## src/rtl/dsq_pkg.sv

```systemverilog
package dsq_pkg;

  localparam int unsigned STATE_W = 4;
  localparam int unsigned CMD_W   = 4;
  localparam int unsigned ENTRY_W = STATE_W + CMD_W;

  // latch commands carried in the low nibble of a table entry
  typedef enum logic [CMD_W-1:0] {
    CMD_CLR = 4'h0,
    CMD_NOP = 4'h8,
    CMD_SL0 = 4'h9,
    CMD_SRW = 4'hA,
    CMD_LDB = 4'hB,
    CMD_SL1 = 4'hD
  } cmd_e;

  typedef struct packed {
    logic [STATE_W-1:0] nxt;
    cmd_e               cmd;
  } entry_t;

  typedef struct packed {
    logic [STATE_W-1:0] state;
    logic               wr;
    logic               ld;
    logic               msb;
    logic               pulse;
  } addr_t;

  function automatic entry_t pack_entry(input logic [ENTRY_W-1:0] raw);
    entry_t e;
    e.nxt = raw[ENTRY_W-1:CMD_W];
    e.cmd = cmd_e'(raw[CMD_W-1:0]);
    return e;
  endfunction

endpackage

```

## src/rtl/dsq_rst_sync.sv

```systemverilog
module dsq_rst_sync #(
  parameter int unsigned STAGES = 2
) (
  input  logic clk,
  input  logic rst_ni,
  output logic rst_no
);

  logic [STAGES-1:0] chain_q;
  logic [STAGES-1:0] chain_d;

  always_comb begin
    chain_d = {chain_q[STAGES-2:0], 1'b1};
  end

  always_ff @(posedge clk or negedge rst_ni) begin
    if (!rst_ni) begin
      chain_q <= '0;
    end else begin
      chain_q <= chain_d;
    end
  end

  assign rst_no = chain_q[STAGES-1];

endmodule

```

## src/rtl/dsq_rom.sv

```systemverilog
module dsq_rom
  import dsq_pkg::*;
(
  input  addr_t  addr,
  output entry_t ent
);

  logic [ENTRY_W-1:0] rd_raw;
  entry_t             wr_ent;
  entry_t             rd_ent;

  // write direction: a count of eight with a branch at x7 and a bit action at x2
  always_comb begin
    wr_ent.nxt = addr.state + {{(STATE_W-1){1'b0}}, 1'b1};
    wr_ent.cmd = CMD_NOP;
    if (addr.state[2:0] == 3'd2) begin
      wr_ent.cmd = addr.ld ? CMD_LDB : CMD_SL0;
    end
    if (addr.state[2:0] == 3'd7) begin
      wr_ent.nxt = {addr.msb ^ addr.state[STATE_W-1], {(STATE_W-1){1'b0}}};
    end
  end

  // read direction with shift select: entries chosen by state, latch msb and pulse
  always_comb begin
    rd_raw = 8'h18;
    unique case (addr.state)
      4'h0: rd_raw = 8'h18;
      4'h1: rd_raw = addr.msb ? 8'h38 : 8'h2D;
      4'h2: rd_raw = addr.msb ? (addr.pulse ? 8'h08 : 8'h28) : (addr.pulse ? 8'hD8 : 8'h38);
      4'h3: rd_raw = (!addr.msb && addr.pulse) ? 8'hD8 : 8'h48;
      4'h4: rd_raw = addr.pulse ? 8'hD8 : 8'h58;
      4'h5: rd_raw = addr.pulse ? 8'hD8 : 8'h68;
      4'h6: rd_raw = addr.pulse ? 8'hD8 : 8'h78;
      4'h7: rd_raw = addr.pulse ? 8'hD8 : 8'h88;
      4'h8: rd_raw = addr.pulse ? 8'hD8 : 8'h98;
      4'h9: rd_raw = addr.pulse ? 8'hD8 : (addr.msb ? 8'hA8 : 8'h29);
      4'hA: rd_raw = addr.msb ? (addr.pulse ? 8'hD8 : 8'hB8) : (addr.pulse ? 8'hCD : 8'hBD);
      4'hB: rd_raw = addr.msb ? (addr.pulse ? 8'hD8 : 8'hC8) : (addr.pulse ? 8'hD9 : 8'h59);
      4'hC: rd_raw = addr.msb ? (addr.pulse ? 8'hD8 : 8'hA0) : 8'hD9;
      4'hD: rd_raw = addr.msb ? 8'hE8 : (addr.pulse ? 8'hD8 : 8'h08);
      4'hE: rd_raw = addr.msb ? 8'hF8 : 8'hFD;
      4'hF: rd_raw = addr.msb ? 8'hE0 : (addr.pulse ? 8'hDD : 8'h4D);
      default: rd_raw = 8'h18;
    endcase
    rd_ent = pack_entry(rd_raw);
  end

  always_comb begin
    if (addr.wr) begin
      ent = wr_ent;
    end else if (addr.ld) begin
      ent.nxt = '0;
      ent.cmd = CMD_SRW;
    end else begin
      ent = rd_ent;
    end
  end

endmodule

```

## src/rtl/dsq_state.sv

```systemverilog
module dsq_state #(
  parameter int unsigned W = 4
) (
  input  logic         clk,
  input  logic         rst_ni,
  input  logic         en,
  input  logic [W-1:0] d,
  output logic [W-1:0] q
);

  logic [W-1:0] q_r;

  always_ff @(posedge clk or negedge rst_ni) begin
    if (!rst_ni) begin
      q_r <= '0;
    end else if (en) begin
      q_r <= d;
    end
  end

  assign q = q_r;

endmodule

```

## src/rtl/dsq_latch.sv

```systemverilog
module dsq_latch
  import dsq_pkg::*;
#(
  parameter int unsigned DATA_W = 8
) (
  input  logic              clk,
  input  logic              rst_ni,
  input  cmd_e              cmd,
  input  logic [DATA_W-1:0] bus,
  input  logic              wp,
  output logic [DATA_W-1:0] q
);

  logic [DATA_W-1:0] q_r;
  logic [DATA_W-1:0] d;
  logic              en;

  always_comb begin
    en = (cmd != CMD_NOP);
    d  = q_r;
    unique case (cmd)
      CMD_CLR: d = '0;
      CMD_SL0: d = {q_r[DATA_W-2:0], 1'b0};
      CMD_SL1: d = {q_r[DATA_W-2:0], 1'b1};
      CMD_LDB: d = bus;
      CMD_SRW: d = {wp, q_r[DATA_W-1:1]};
      default: d = q_r;
    endcase
  end

  always_ff @(posedge clk or negedge rst_ni) begin
    if (!rst_ni) begin
      q_r <= '0;
    end else if (en) begin
      q_r <= d;
    end
  end

  assign q = q_r;

endmodule

```

## src/rtl/disk_seq.sv

```systemverilog
module disk_seq
  import dsq_pkg::*;
#(
  parameter int unsigned DATA_W   = 8,
  parameter int unsigned SYNC_LEN = 2
) (
  input  logic              clk,
  input  logic              rst_n,
  input  logic              write_mode,
  input  logic              load_sel,
  input  logic              rd_pulse,
  input  logic              wprot,
  input  logic [DATA_W-1:0] cpu_data,
  output logic [DATA_W-1:0] latch_q,
  output logic              wr_pulse
);

  localparam logic [STATE_W-1:0] ONE_ST = {{(STATE_W-1){1'b0}}, 1'b1};

  logic               rst_sn;
  logic [STATE_W-1:0] state_q;
  logic               state_en;
  addr_t              rom_addr;
  entry_t             rom_ent;

  dsq_rst_sync #(.STAGES(SYNC_LEN)) u_rst (
    .clk    (clk),
    .rst_ni (rst_n),
    .rst_no (rst_sn)
  );

  always_comb begin
    rom_addr.state = state_q;
    rom_addr.wr    = write_mode;
    rom_addr.ld    = load_sel;
    rom_addr.msb   = latch_q[DATA_W-1];
    rom_addr.pulse = rd_pulse;
    state_en       = 1'b1;
  end

  dsq_rom u_rom (
    .addr (rom_addr),
    .ent  (rom_ent)
  );

  dsq_state #(.W(STATE_W)) u_state (
    .clk    (clk),
    .rst_ni (rst_sn),
    .en     (state_en),
    .d      (rom_ent.nxt),
    .q      (state_q)
  );

  dsq_latch #(.DATA_W(DATA_W)) u_latch (
    .clk    (clk),
    .rst_ni (rst_sn),
    .cmd    (rom_ent.cmd),
    .bus    (cpu_data),
    .wp     (wprot),
    .q      (latch_q)
  );

  assign wr_pulse = state_q[STATE_W-1];

  AST_WR_STEP: assert property (@(posedge clk) disable iff (!rst_sn)
    write_mode && (state_q[2:0] != 3'd7) |=> state_q == $past(state_q) + ONE_ST);
  AST_WR_LATCH_QUIET: assert property (@(posedge clk) disable iff (!rst_sn)
    write_mode && (state_q[2:0] != 3'd2) |=> $stable(latch_q));
  AST_WR_LOAD_BUS: assert property (@(posedge clk) disable iff (!rst_sn)
    write_mode && load_sel && (state_q[2:0] == 3'd2) |=> latch_q == $past(cpu_data));
  AST_WR_SEVEN_LOW: assert property (@(posedge clk) disable iff (!rst_sn)
    write_mode && (state_q == 4'h7) && !latch_q[DATA_W-1] |=> state_q == 4'h0);
  AST_WR_FIFTEEN_LOW: assert property (@(posedge clk) disable iff (!rst_sn)
    write_mode && (state_q == 4'hF) && !latch_q[DATA_W-1] |=> state_q == 4'h8);
  AST_RD_SENSE: assert property (@(posedge clk) disable iff (!rst_sn)
    !write_mode && load_sel |=> (state_q == '0)
      && (latch_q == {$past(wprot), $past(latch_q[DATA_W-1:1])}));
  AST_RD_HOLD: assert property (@(posedge clk) disable iff (!rst_sn)
    !write_mode && !load_sel && latch_q[DATA_W-1]
      |=> (latch_q == $past(latch_q)) || (latch_q == '0));
  AST_RD_WAIT_EXIT: assert property (@(posedge clk) disable iff (!rst_sn)
    !write_mode && !load_sel && !latch_q[DATA_W-1] && (state_q == 4'hD) && !rd_pulse
      |=> state_q == 4'h0);

endmodule

```

## config.mk

```make
export PLATFORM = sky130hd
export DESIGN_NAME = disk_seq
export DESIGN_NICKNAME = d
export VERILOG_FILES = /design/src/rtl/dsq_pkg.sv /design/src/rtl/dsq_rst_sync.sv /design/src/rtl/dsq_rom.sv /design/src/rtl/dsq_state.sv /design/src/rtl/dsq_latch.sv /design/src/rtl/disk_seq.sv
export SDC_FILE = /design/constraint.sdc
export NUM_CORES = 1
export LEC_CHECK = 0
export BUFFER_PORTS_ARGS = -buffer_cell sky130_fd_sc_hd__buf_4
export CAP_MARGIN = 20
export CORE_MARGIN = 8
export CORE_UTILIZATION = 35
export CTS_BUF_LIST = sky130_fd_sc_hd__clkbuf_16
export CTS_CLUSTER_SIZE = 10
export DETAILED_ROUTE_END_ITERATION = 7
export MAX_ROUTING_LAYER = met4
export SLEW_MARGIN = 5
export SYNTH_ARGS = -nofsm -noshare
export SYNTH_HDL_FRONTEND = slang
export SYNTH_SLANG_ARGS = --single-unit
```

## constraint.sdc

```tcl
create_clock -name clk -period 0.8 [get_ports clk]
set_input_delay 0.16 -clock clk [delete_from_list [all_inputs] [get_ports clk]]
set_output_delay 0.16 -clock clk [all_outputs]
set_load 0.02 [all_outputs]
```

==> flow_summary.yaml, run 1 <==
global_route:
  largest_net_degree_at_the_start_of_global_routing: 17
  grt_usage: 0.195
  grt_overflow: 0
  grt_first_pass_wirelength_um: 8080
  grt_pass1_vias: 1677
  antenna_violations_before_repair: 0
worst_setup_path:
  critical_path_required_ns: 0.93
  cp_cell_sequence: "inv_2 -> ha_4 -> or4_4 -> o21ai_4 -> o31a_4 -> buf_6 -> mux2i_2 -> o22ai_1"
  worst-endpoint-arrival_ns: 2.21
  cpLargestDelayFamily: "simple AND/OR/NAND/NOR gates"
  slowest_stage: "sky130_fd_sc_hd__or4_4"
  worst-setup-path-type: "flop to flop"
  element_type_at_the_critical_path_start: "flop"
  critPathBufInv: 2
  worstSetupEndpointType: "flop"
  worst-path-max-fanout: 5
  delay_contributed_by_the_slowest_stage_of_the_critical_path_ns: 0.54
synthesis:
  synth_compound_area_frac: 0.335
  number_of_different_library_cells_in_the_post_synthesis_netlist: 45
  largest_family_of_logic_cells_by_synthesized_area: "compound AO/OA/AOI/OAI gates"
  yosys_most_used_dff: "sky130_fd_sc_hd__dfrtp_1"
  post_synth_fa_ha_maj_area_fraction: 0.0599
  yosys_warnings: 0
  netlist_instances: 146
  ys_ff_latch: 14
  yosys.area_share.xor_xnor: 0.0145
  synthesis.nets: 165
  asyncSetResetFlopFracSynth: 1.00
  post_synth_instance_area_um2: 1210
  post_synth_mux_area_share: 0.0496
  synth_sequential_area_ratio: 0.289
  syn-mean-instance-area_um2: 8.30
  synth-simple-area-share: 0.154
  edff_count_synth: 0
detailed_routing:
  drc_errors: 0
  first_pass_iters: 5
  detail_route.wl_per_cell_um: 18.3
  routed_via_density: 5.65
  route.antenna.remaining_nets: 0
  vias: 1559
  drt_first_iter_violations: 85
  postRouteWirelength_um: 5040
clock_network:
  clock_tree.htree_level_count: 1
  clock_path_buffers: 2
  worst_skew_pair.late_latency_ns: 0.25
  clkSinkCount: 14
  clock-root-buffer: "sky130_fd_sc_hd__clkbuf_16"
  clock_tree_from_tritoncts: "built"
  cts_buffers: 3
  clkSlewWorstSetupHoldPaths_ns: 0.05
floorplanning:
  die_span_x_um: 74.8
  die_area_um2: 5600
  fp.coreArea_um2: 3340
  placementRows: 21
  io_pins: 23
  start_util: 0.363
  floorplan.die.height_um: 74.8
cells_and_area:
  fin_nets: 251
  layout-area-overhead-vs-synth_pct: 91.9
  final_cell_count_without_fillers: 276
  layout_commonest_cell: "sky130_fd_sc_hd__buf_4"
  most_frequent_cells_in_the_layout: "sky130_fd_sc_hd__buf_4 (67), sky130_fd_sc_hd__buf_6 (22), sky130_fd_sc_hd__nand2_1 (13)"
  fin_util: 0.697
  post_layout_inst_area_um2: 2320
  drive_gt1_frac: 0.604
  diodes: 0
place:
  port-buffer-count: 22
  routabilityCongestion: 0.937
  place_area_um2: 1730
  place_hpwl_um: 3270
  place.detailed.instances: 248
power_and_ir_drop:
  vdd.ir_drop.worst_mv: 2.00
  pwr_density_cell_nw_per_um2: 3990
  power_leakage_nw: 1.05
sta:
  fin_skew_ns: 0.00309
  report.final.slew_viol_count: 0
  finalWorstSetupSlack_ns: -1.29
  final_report_hold_violation_count: 0
  finalCriticalPeriod_ns: 2.09
  final_setup_fails: 21
  final_min_period_over_clock_period: 2.61
  rsz0062_at_grt: "true"
  maxClockFrequency_mhz: 479
outcome:
  violations: "negative setup slack"
  result_of_the_run: "finished, violations left"
worst_hold_path:
  holdCritPathClass: "flop to asynchronous set/reset pin"
flow_run:
  max_cap_viol_count: 0
worst paths after layout:
path	start	end	slack, ns	depth (start not counted)
min in group clk	cpu_data[5]	u_latch.q[5]	0.18	3
max in group asynchronous	u_rst.chain_q[1]	u_state.q[0]	0.45	1
hold reg to reg	u_rst.chain_q[1]	u_latch.q[1]	0.17	1
setup reg to reg	u_state.q[1]	u_latch.q[3]	-1.29	8
hold / removal	u_rst.chain_q[1]	u_latch.q[1]	0.17	1
setup / recovery	u_state.q[1]	u_latch.q[3]	-1.29	8
power breakdown:
| part | switching (mW) | internal [mW] |
|---|---|---|
| logic | 3.37 | 3.64 |
| registers | 0.317 | 0.998 |
| clock network | 0.304 | 0.655 |
| total | 3.99 | 5.29 |
cell type report:
type,instances,area (µm²)
timing repair buffer,93,816
clock buffer,3,75.1
inverter,9,33.8
fill,251,1010
multi-input combinational,111,988
tap,46,57.6
sequential,14,354
repair_timing:
item                       4_1_cts  5_1_grt
setup buffers                   22        3
hold buffers                     1        0
hold endpoints to repair         2        0
gates resized for setup         61       23
pin swaps                       22        7
setup endpoints to repair       21       21
logic make-up after synthesis:
| family | Yosys count |
|---|---|
| multiplexers | 6 |
| adder cells (fa/ha/maj) | 6 |
| XOR/XNOR | 2 |
| AO/OA/AOI/OAI | 57 |
| flip-flops | 14 |
| AND/OR/NAND/NOR | 39 |
| other | 1 |
| buffers and inverters | 21 |
cell usage after synthesis, drive strengths merged, types with 3 or more instances:
master | instances | area [µm²]
nand2 | 15 | 56.3
dfrtp | 14 | 350
a21oi | 10 | 50.1
o21ai | 10 | 61.3
inv | 9 | 33.8
o22ai | 8 | 50.1
a22oi | 6 | 45.0
buf | 6 | 58.8
clkbuf | 6 | 22.5
mux2i | 6 | 60.1
nor2 | 6 | 22.5
a211oi | 5 | 37.5
ha | 5 | 62.6
nand3 | 5 | 25.0
and3 | 3 | 18.8
nor3 | 3 | 15.0
registers in the layout, summed over array words and instances (netlist names):
signal,count
u_latch.q,8
u_state.q,4
u_rst.chain_q,2
routing by layer:
layer  GRT usage  up-vias  part of all wire
li1            -      708                 -
met1       0.212      782              0.40
met2       0.338       55              0.54
met3      0.0266       14             0.030
met4      0.0957        0             0.029
met5           -        -                 0
per-stage QoR:
| stage | power, mW | setup TNS, ns | setup slack, ns | hold WS, ns |
|---|---|---|---|---|
| 2_1_floorplan | 3.99 | -13.66 | -1.33 | -0.136 |
| 3_3_place_gp | 5.72 | -14.61 | -1.27 | -0.0577 |
| 3_5_place_dp | 5.84 | -15.35 | -1.37 | -0.0562 |
| 4_1_cts | 8.52 | -15.62 | -1.25 | 0.170 |
| 5_1_grt | 9.78 | -16.81 | -1.34 | 0.196 |
| 6_report | 9.28 | -15.95 | -1.29 | 0.165 |
Note: power is estimated with default switching activity, not from simulation.
==> inputs of run 2 (changes only) <==
--- a/constraint.sdc
+++ b/constraint.sdc
@@ -3,2 +3,2 @@
 set_output_delay 0.16 -clock clk [all_outputs]
-set_load 0.02 [all_outputs]
+set_load 0.01 [all_outputs]
==> flow_summary.yaml, run 2 (synthesized netlist as in run 1, its figures left out) <==
place:
  place_hpwl_um: 3140
  place_area_um2: 1700
  routabilityCongestion: 0.930
  port-buffer-count: 22
sta:
  rsz0062_at_grt: "true"
  final_min_period_over_clock_period: 2.61
  report.final.slew_viol_count: 0
  maxClockFrequency_mhz: 478
  finalCriticalPeriod_ns: 2.09
  hold_ws_ns: 0.169
  final_report_hold_violation_count: 0
  fin_skew_ns: 0.00451
  final_setup_fails: 21
  finalWorstSetupSlack_ns: -1.29
clock_network:
  clock_path_buffers: 2
  clock-root-buffer: "sky130_fd_sc_hd__clkbuf_16"
  cts_buffers: 3
  clock_tree_from_tritoncts: "built"
  clkSlewWorstSetupHoldPaths_ns: 0.05
  clkSinkCount: 14
  clock_tree.htree_level_count: 1
  worst_skew_pair.late_latency_ns: 0.25
power_and_ir_drop:
  p_switching_mw: 3.53
  intPower_mw: 4.97
  power_leakage_nw: 0.986
  power.share.clock: 0.113
  combPwrFrac: 0.735
  switching_share: 0.415
  vdd.ir_drop.worst_mv: 2.17
  total_power_mw: 8.50
  sequentialPowerShare: 0.152
  pwr_density_cell_nw_per_um2: 3870
global_route:
  grt_overflow: 0
  largest_net_degree_at_the_start_of_global_routing: 17
  grt_usage: 0.175
  groute.layer.met3.usage: 0.0213
  antenna_violations_before_repair: 0
  grtUsageMet2: 0.304
  grt_first_pass_wirelength_um: 7420
  grt_pass1_vias: 1578
  met1_usage: 0.202
  globalRoute.busiestLayer: "met2"
floorplanning:
  floorplan.die.height_um: 74.8
  placementRows: 21
  fp.coreArea_um2: 3340
  io_pins: 23
  die_area_um2: 5600
  die_span_x_um: 74.8
  start_util: 0.363
cells_and_area:
  fin_nets: 245
  drive_gt1_frac: 0.587
  post_layout_inst_area_um2: 2200
  diodes: 0
  most_frequent_cells_in_the_layout: "sky130_fd_sc_hd__buf_4 (65), sky130_fd_sc_hd__buf_6 (21), sky130_fd_sc_hd__nand2_1 (13)"
  layout_commonest_cell: "sky130_fd_sc_hd__buf_4"
  max_ffs_per_register: 8
  layout-area-overhead-vs-synth_pct: 81.6
worst_setup_path:
  delay_contributed_by_the_slowest_stage_of_the_critical_path_ns: 0.54
  worstSetupEndpointType: "flop"
  worst-endpoint-arrival_ns: 2.21
  worst-setup-path-type: "flop to flop"
  element_type_at_the_critical_path_start: "flop"
  reg2reg_slack_ns: -1.29
  worst-path-max-fanout: 6
  cp_cell_sequence: "inv_2 -> ha_4 -> or4_4 -> o21ai_4 -> o31a_4 -> buf_4 -> mux2i_1 -> o22ai_1"
  cpLargestDelayFamily: "simple AND/OR/NAND/NOR gates"
  critPathBufInv: 2
  critical_path_required_ns: 0.92
  slowest_stage: "sky130_fd_sc_hd__or4_4"
detailed_routing:
  postRouteWirelength_um: 4480
  detail_route.wl_per_cell_um: 16.5
  routed_via_density: 5.47
  vias: 1482
  drt_first_iter_violations: 97
  drc_errors: 0
  first_pass_iters: 4
  route.antenna.remaining_nets: 0
outcome:
  violations: "negative setup slack"
  result_of_the_run: "finished, violations left"
worst_hold_path:
  holdCritPathClass: "flop to asynchronous set/reset pin"
flow_run:
  max_cap_viol_count: 0
-- run 2: changes by cell type in the layout (fill, tap and decap cells not counted), moves of 2 or more --
| cell | change |
|---|---|
| sky130_fd_sc_hd__nor3_2 | +2 |
| sky130_fd_sc_hd__o21ai_2 | +2 |
| sky130_fd_sc_hd__nand2_2 | +2 |
| sky130_fd_sc_hd__a21oi_2 | -2 |
| sky130_fd_sc_hd__buf_4 | -2 |
| sky130_fd_sc_hd__a21oi_1 | +2 |
| sky130_fd_sc_hd__a211oi_2 | +2 |
| sky130_fd_sc_hd__nand2_4 | -2 |
| sky130_fd_sc_hd__buf_12 | -2 |
-- run 2: final timing paths --
path	start	to	cells past startpoint
worst max-delay path	u_state.q[1]	u_latch.q[2]	8
worst min-delay path	u_rst.chain_q[1]	u_latch.q[7]	1
worst max register to register	u_state.q[1]	u_latch.q[2]	8
worst min register to register	u_rst.chain_q[1]	u_latch.q[7]	1
max in group asynchronous	u_rst.chain_q[1]	u_state.q[0]	1
min in group clk	cpu_data[7]	u_latch.q[7]	3
-- run 2: layout make-up --
cell class                 instances  area (µm²)
fill                             255        1140
tap                               46        57.6
inverter                           9        33.8
clock buffer                       3        75.1
clock inverter                     1        3.75
multi-input combinational        111         941
sequential                        14         354
timing repair buffer              87         734
-- run 2: metal layers --
| layer | part of all wire | routed length (µm) |
|---|---|---|
| met1 | 0.42 | 1870 |
| met2 | 0.52 | 2330 |
| met3 | 0.040 | 177 |
| met4 | 0.024 | 108 |
| met5 | 0 | 0 |
-- run 2: power by group through the flow --
stage / Sequential [mW] / Combinational [mW] / Clock, mW
3_3_place_gp: 1.26 / 4.25 / 0
6_report: 1.29 / 6.25 / 0.958
4_1_cts: 1.28 / 5.85 / 0.966
2_1_floorplan: 1.33 / 2.51 / 0
3_5_place_dp: 1.28 / 4.31 / 0
5_1_grt: 1.34 / 6.66 / 0.991
-- run 2: repair_timing --
item                                   in CTS  in global routing
buffers inserted                           21                  0
pin swaps                                  27                  5
endpoints found under the hold margin       2                  0
gates resized for setup                    53                 17
hold buffers                                1                  0
setup endpoints to repair                  21                 21
-- run 2: through the flow --
step                utilization  TNS, ns  instances  setup WS (ns)
floorplan                     -   -13.66        146          -1.33
global placement          0.509   -14.60        246          -1.28
detailed placement        0.509   -15.24        246          -1.40
CTS                       0.640   -15.62        271          -1.26
global route              0.659   -16.73        271          -1.34
finish                    0.659   -15.85        271          -1.29
-- run 2: worst reg2reg max path, delay by kind of cell, from the launching register on --
kind	cells	cell delay [ns]
DFF	1	0.42
and+or+nand+nor	1	0.54
muxes	1	0.20
AOI/OAI and AO/OA	3	0.47
buffers and inverters	2	0.19
adders and majority gates	1	0.16
